$ cat src/rtl/ct_pkg.sv
package ct_pkg;
  localparam int DEF_OFF_W    = 12;
  localparam int DEF_CNT_W    = 13;
  localparam int DEF_SEC_W    = 7;
  localparam int DEF_OFF_LAST = 3071;
  localparam int DEF_CNT_LAST = 7999;
  localparam int DEF_SYNC_STG = 2;

  typedef enum logic [1:0] {
    STEP_NONE = 2'd0,
    STEP_WRAP = 2'd1,
    STEP_EDGE = 2'd2
  } step_e;
endpackage

$ cat src/rtl/ct_sync_edge.sv
module ct_sync_edge #(
  parameter int STAGES = 2
) (
  input  logic clk,
  input  logic rst,
  input  logic async_in,
  output logic rise
);
  logic [STAGES:0] chain;

  always_ff @(posedge clk) begin
    if (rst) chain <= '0;
    else     chain <= {chain[STAGES-1:0], async_in};
  end

  assign rise = chain[STAGES-1] & ~chain[STAGES];

  AST_RISE_SINGLE: assert property (@(posedge clk) disable iff (rst)
    rise |=> !rise);
endmodule

$ cat src/rtl/ct_fields.sv
module ct_fields
  import ct_pkg::*;
#(
  parameter int OFF_W    = DEF_OFF_W,
  parameter int CNT_W    = DEF_CNT_W,
  parameter int SEC_W    = DEF_SEC_W,
  parameter int OFF_LAST = DEF_OFF_LAST,
  parameter int CNT_LAST = DEF_CNT_LAST,
  localparam int TV_W    = SEC_W + CNT_W + OFF_W
) (
  input  logic            clk,
  input  logic            rst,
  input  logic            run,
  input  logic            ext_src,
  input  logic            tick,
  input  logic            sync_rise,
  input  logic            wr_en,
  input  logic [TV_W-1:0] wr_data,
  output logic [TV_W-1:0] value,
  output logic            cnt_step,
  output step_e           step_kind
);
  localparam logic [OFF_W-1:0] OFF_LAST_V = OFF_W'(OFF_LAST);
  localparam logic [CNT_W-1:0] CNT_LAST_V = CNT_W'(CNT_LAST);

  logic [OFF_W-1:0] off_q;
  logic [CNT_W-1:0] cnt_q;
  logic [SEC_W-1:0] sec_q;
  logic             off_wrap;
  logic             ext_hit;
  logic             cnt_wrap;

  function automatic logic [OFF_W-1:0] off_adv(input logic [OFF_W-1:0] o);
    return (o >= OFF_LAST_V) ? '0 : o + 1'b1;
  endfunction

  function automatic logic [CNT_W-1:0] cnt_adv(input logic [CNT_W-1:0] c);
    return (c >= CNT_LAST_V) ? '0 : c + 1'b1;
  endfunction

  function automatic logic [SEC_W-1:0] sec_adv(input logic [SEC_W-1:0] s);
    return s + 1'b1;
  endfunction

  always_comb begin
    off_wrap = run && tick && (off_q >= OFF_LAST_V);
    ext_hit  = run && ext_src && sync_rise;
    cnt_wrap = cnt_q >= CNT_LAST_V;
    if (!run || wr_en)             step_kind = STEP_NONE;
    else if (ext_hit)              step_kind = STEP_EDGE;
    else if (!ext_src && off_wrap) step_kind = STEP_WRAP;
    else                           step_kind = STEP_NONE;
    cnt_step = (step_kind != STEP_NONE);
  end

  always_ff @(posedge clk) begin
    if (rst) begin
      off_q <= '0;
      cnt_q <= '0;
      sec_q <= '0;
    end else if (wr_en) begin
      {sec_q, cnt_q, off_q} <= wr_data;
    end else if (run) begin
      if (ext_hit)   off_q <= '0;
      else if (tick) off_q <= off_adv(off_q);
      if (cnt_step) begin
        cnt_q <= cnt_adv(cnt_q);
        if (cnt_wrap) sec_q <= sec_adv(sec_q);
      end
    end
  end

  assign value = {sec_q, cnt_q, off_q};

  AST_HOLD_WHEN_STOPPED: assert property (@(posedge clk) disable iff (rst)
    (!run && !wr_en) |=> $stable(value));
  AST_WRITE_WINS: assert property (@(posedge clk) disable iff (rst)
    wr_en |=> (value == $past(wr_data)));
  AST_OFF_WRAP: assert property (@(posedge clk) disable iff (rst)
    (off_wrap && !wr_en && !ext_hit) |=> (off_q == '0));
  AST_CNT_STEP: assert property (@(posedge clk) disable iff (rst)
    (cnt_step && !cnt_wrap) |=> (cnt_q == $past(cnt_q) + 1'b1));
  AST_EDGE_CLEARS: assert property (@(posedge clk) disable iff (rst)
    (step_kind == STEP_EDGE) |=> (off_q == '0));
endmodule

$ cat src/rtl/ct_master.sv
module ct_master (
  input  logic clk,
  input  logic rst,
  input  logic cfg_master,
  input  logic is_root,
  input  logic timeout,
  input  logic cnt_step,
  output logic start_req,
  output logic active
);
  logic tripped;

  always_ff @(posedge clk) begin
    if (rst) begin
      tripped   <= 1'b0;
      start_req <= 1'b0;
    end else begin
      if (!cfg_master)  tripped <= 1'b0;
      else if (timeout) tripped <= 1'b1;
      start_req <= cnt_step && cfg_master && !tripped && !timeout && is_root;
    end
  end

  assign active = cfg_master && !tripped;

  AST_START_ONE_CYCLE: assert property (@(posedge clk) disable iff (rst)
    start_req |=> !start_req);
  AST_START_NEEDS_ROOT: assert property (@(posedge clk) disable iff (rst)
    start_req |-> $past(is_root));
  AST_TRIP_BLOCKS: assert property (@(posedge clk) disable iff (rst)
    tripped |-> !start_req);
  AST_TRIP_HOLDS: assert property (@(posedge clk) disable iff (rst)
    (tripped && cfg_master) |=> tripped);
  AST_REARM: assert property (@(posedge clk) disable iff (rst)
    !cfg_master |=> !tripped);
endmodule

$ cat src/rtl/cycle_timer_top.sv
module cycle_timer_top
  import ct_pkg::*;
#(
  parameter int OFF_W    = DEF_OFF_W,
  parameter int CNT_W    = DEF_CNT_W,
  parameter int SEC_W    = DEF_SEC_W,
  parameter int OFF_LAST = DEF_OFF_LAST,
  parameter int CNT_LAST = DEF_CNT_LAST,
  parameter int SYNC_STG = DEF_SYNC_STG,
  localparam int TV_W    = SEC_W + CNT_W + OFF_W
) (
  input  logic            clk,
  input  logic            rst,
  input  logic            tick_en,
  input  logic            sync_in,
  input  logic            cfg_run,
  input  logic            cfg_ext_src,
  input  logic            cfg_master,
  input  logic            is_root,
  input  logic            timeout_evt,
  input  logic            host_wr,
  input  logic [TV_W-1:0] host_wdata,
  output logic [TV_W-1:0] timer_val,
  output logic            start_req,
  output logic            master_active
);
  logic  sync_rise;
  logic  cnt_step;
  step_e step_kind;

  ct_sync_edge #(.STAGES(SYNC_STG)) u_sync (
    .clk      (clk),
    .rst      (rst),
    .async_in (sync_in),
    .rise     (sync_rise)
  );

  ct_fields #(
    .OFF_W(OFF_W), .CNT_W(CNT_W), .SEC_W(SEC_W),
    .OFF_LAST(OFF_LAST), .CNT_LAST(CNT_LAST)
  ) u_fields (
    .clk       (clk),
    .rst       (rst),
    .run       (cfg_run),
    .ext_src   (cfg_ext_src),
    .tick      (tick_en),
    .sync_rise (sync_rise),
    .wr_en     (host_wr),
    .wr_data   (host_wdata),
    .value     (timer_val),
    .cnt_step  (cnt_step),
    .step_kind (step_kind)
  );

  ct_master u_master (
    .clk        (clk),
    .rst        (rst),
    .cfg_master (cfg_master),
    .is_root    (is_root),
    .timeout    (timeout_evt),
    .cnt_step   (cnt_step),
    .start_req  (start_req),
    .active     (master_active)
  );

  AST_RESET_CLEARS: assert property (@(posedge clk)
    rst |=> (timer_val == '0 && !start_req));
  AST_NO_START_ON_WRITE: assert property (@(posedge clk) disable iff (rst)
    host_wr |=> !start_req);
endmodule

$ cat config.mk
export PLATFORM = sky130hd
export DESIGN_NAME = cycle_timer_top
export DESIGN_NICKNAME = d
export VERILOG_FILES = /design/src/rtl/ct_pkg.sv /design/src/rtl/ct_sync_edge.sv /design/src/rtl/ct_fields.sv /design/src/rtl/ct_master.sv /design/src/rtl/cycle_timer_top.sv
export SDC_FILE = /design/constraint.sdc
export NUM_CORES = 1
export LEC_CHECK = 0
export ABC_AREA = 1
export CORE_MARGIN = 2
export CORE_UTILIZATION = 47
export CTS_BUF_LIST = sky130_fd_sc_hd__clkbuf_16
export DETAILED_ROUTE_END_ITERATION = 6
export GPL_TIMING_DRIVEN = 0
export MAX_ROUTING_LAYER = met4
export PLACE_DENSITY = 0.81
export SYNTH_ARGS = -nofsm -noshare
export SYNTH_HDL_FRONTEND = slang
export SYNTH_SLANG_ARGS = --single-unit
$ cat constraint.sdc
create_clock -name clk -period 2.1 [get_ports clk]
set_input_delay 0.42 -clock clk [delete_from_list [all_inputs] [get_ports clk]]
set_output_delay 0.42 -clock clk [all_outputs]
set_load 0.01 [all_outputs]
==> out/qor.yml <==
hold_path:
  hp-start: "u_sync.chain[0]"
  whs_path_depth: 2
  min_path_type: "flip-flop to flip-flop"
detailed_routing:
  drc: 0
  wl_met1_um: 2770
  wire_per_inst_um: 12.4
  ant_nets: 0
  wl_met2_um: 3330
  vias: 2666
  wl_met3_um: 376
  dr.pass1.iters: 4
  via_per_inst: 5.02
  wl_um: 6560
  drt_iter0_markers: 152
  top_layer: "met4"
power_and_ir_drop:
  p_sw_share_pct: 29.0
  cellLeakagePower_nw: 1.37
  p_comb_share_pct: 24.4
  power_frac_seq_pct: 41.0
  ir_worst_vdd_mv: 0.317
  clkPwrFrac_pct: 34.6
  power_density_nw_per_um2: 603
  p_sw_uw: 588
  intPower_mw: 1.44
cts:
  clk-insertion-delay-late_ns: 0.28
  cts_resized: 0
  cts_setup_buffers: 0
  tritoncts: "yes"
  cts_hold_buf: 0
  root_buffer: "clkbuf_16"
  cts_inserted_buffers: 5
  clk_path_buf_depth: 2
  ctsHtreeMaxLevel: 2
  cts.sinks: 37
  clk_pin_slew_worst_paths_ns: 0.05
job:
  cap_viol_max_count: 0
yosys:
  syn_avg_cell_area_um2: 6.32
  synth.net_count: 425
  synth_top_area_share_pct: 30.8
  synth-seq-cells: 37
  yosys_warnings: 0
  synthCells: 380
  seq_area_frac_synth_pct: 30.8
  synthTopCellsByArea: "dfxtp_1 (31%), nand2_1 (13%), nor2_1 (13%), a21oi_1 (6.0%), nand3_1 (5.0%)"
  syn_area_um2: 2400
  synthDistinctLibCells: 33
  yosysTopAreaCell: "dfxtp_1"
grt:
  first_global_vias: 2369
  grtUsageTotal_pct: 24.2
  grt_overflow: 0
  grt_max_degree: 11
  grt_antenna_before_repair: 0
  grt_pass1_wl_um: 10300
worst_setup_path:
  start_kind: "input port"
  worstReg2RegStart: "u_fields.off_q[0]"
  critPathRequiredTime_ns: 1.68
  reg2reg_to: "u_fields.cnt_q[5]"
  startpoint: "cfg_master"
  critPathTopFamily: "buffers and inverters"
  worst-path-buf-inv: 3
  cp-end-kind: "primary output"
  cpPeakStageDelay_ns: 0.55
  critPathKind: "input port to primary output"
  crit_fanout: 2
  crit_slowest_cell: "clkdlybuf4s50_1"
  cp.depth: 4
  crit_top_cell: "clkdlybuf4s50_1"
  arrival_ns: 1.58
  reg2reg_depth: 11
  timing.critical_path.to: "master_active"
  r2r_setup_slack_ns: 0.29
  crit_chain: "clkdlybuf4s50_1, inv_1, nor2_1, clkdlybuf4s50_1"
finish:
  layout_commonest_cell: "nand2_1"
  syn_to_final_growth_pct: 40.0
  final_layout_size_suffix_gt1_share_pct: 7.59
  final_util_pct: 67.1
  layout_common_cells: "nand2_1 (84), nor2_1 (80), clkdlybuf4s50_1 (74)"
  diodes: 0
  final_nets: 506
timing:
  slew_headroom_pct: 64.3
  fin_skew_ns: 0.00237
  setup_ws_ns: 0.0954
  hold_viol_final: 0
  finalSetupViolCount: 0
  rsz0062_at_grt: "no"
  tightest_slew_ns: 0.536
  fin_crit_ns: 2.00
  min_period_over_period_pct: 95.5
  drv_slew: 0
  fin_hold_ws_ns: 0.402
  max_freq_mhz: 499
place:
  gp_congestion: 0.925
  port_buffers: 74
  pre_cts_ws_ns: -0.00957
  dpl.hpwl_um: 4730
floorplan:
  start_util_pct: 48.0
  fp.dieW_um: 75.5
  dieArea_um2: 5700
  core.rowCount: 26
  dieHeight_um: 75.5
  core_area_um2: 5010
  pin_count: 76
run_status:
  status: "completed"
==> power groups by stage <==
stage	clock [mW]	sequential (mW)	combinational, mW
2_1_floorplan	0	0.853	0.241
3_3_place_gp	0	0.843	0.484
3_5_place_dp	0	0.844	0.494
4_1_cts	0.712	0.830	0.498
5_1_grt	0.739	0.840	0.547
6_report	0.703	0.831	0.495
==> metrics by stage <==
stage	setup TNS [ns]	total power, mW	instances	instance area [um^2]
2_1_floorplan	0	1.09	380	2400
3_3_place_gp	-0.0109	1.33	524	3230
3_5_place_dp	-0.0136	1.34	524	3230
4_1_cts	0	2.04	531	3360
5_1_grt	0	2.13	531	3360
6_report	0	2.03	531	3360
==> worst min-delay path by stage <==
| stage | to | slack, ns |
|---|---|---|
| 2_1_floorplan | u_sync.chain[1] | 0.39 |
| 3_3_place_gp | u_sync.chain[1] | 0.39 |
| 3_5_place_dp | u_sync.chain[1] | 0.40 |
| 4_1_cts | u_sync.chain[1] | 0.41 |
| 5_1_grt | u_sync.chain[1] | 0.44 |
| 6_report | u_sync.chain[1] | 0.40 |
==> layout make-up <==
cell class                 count  area (um^2)
inverter                      33          124
buffer                        13         95.1
tap                           70         87.6
fill                         465         1650
sequential                    37          741
clock buffer                   5          125
timing repair buffer          74          741
multi-input combinational    297         1440
clock inverter                 2         7.51
==> cell families (layout without fill, tap and decap cells) <==
group                    after synthesis  in the layout  share of synthesized area [%]
AND/OR/NAND/NOR                      219            219                           40.4
AO/OA/AOI/OAI                         65             65                           14.5
buffers and inverters                 46            127                           9.11
flip-flops                            37             37                           30.8
XOR/XNOR                              10             10                           3.65
adder cells (fa/ha/maj)                3              3                           1.56
==> worst min-delay path: stages, from the launching register on <==
cell and delay, ns:
dfxtp_1 0.29, inv_1 0.04, nor2_1 0.03
==> layer usage <==
layer  GRT usage, %  vias up
li1               -     1378
met1           28.4     1205
met2           41.9       75
met3           4.63        8
met4           7.21        0
met5              -        -
==> registers in the layout, summed over array words and instances (netlist names) <==
register            flops
u_master.start_req      1
u_fields.cnt_q         13
u_sync.chain            3
u_fields.sec_q          7
u_master.tripped        1
u_fields.off_q         12
==> Yosys cell counts <==
library cell,instances
a21oi_1,29
a21oi_2,1
a21oi_4,1
buf_2,2
buf_4,1
buf_6,4
clkbuf_1,5
clkbuf_8,1
clkinv_1,1
dfxtp_1,37
ha_1,3
inv_1,30
inv_2,2
nand2_1,84
nand2_2,8
nand2_4,1
nand3_1,24
nand3_2,1
nand3_4,1
nand3b_1,3
nand4_1,4
nor2_1,80
nor2_2,1
nor2_4,4
nor3_1,6
nor3_2,1
o21a_1,1
o21ai_0,18
o21ai_1,13
o21bai_1,2
or2_2,1
xnor2_1,4
xor2_1,6
Note: power is estimated with default switching activity, not from simulation.
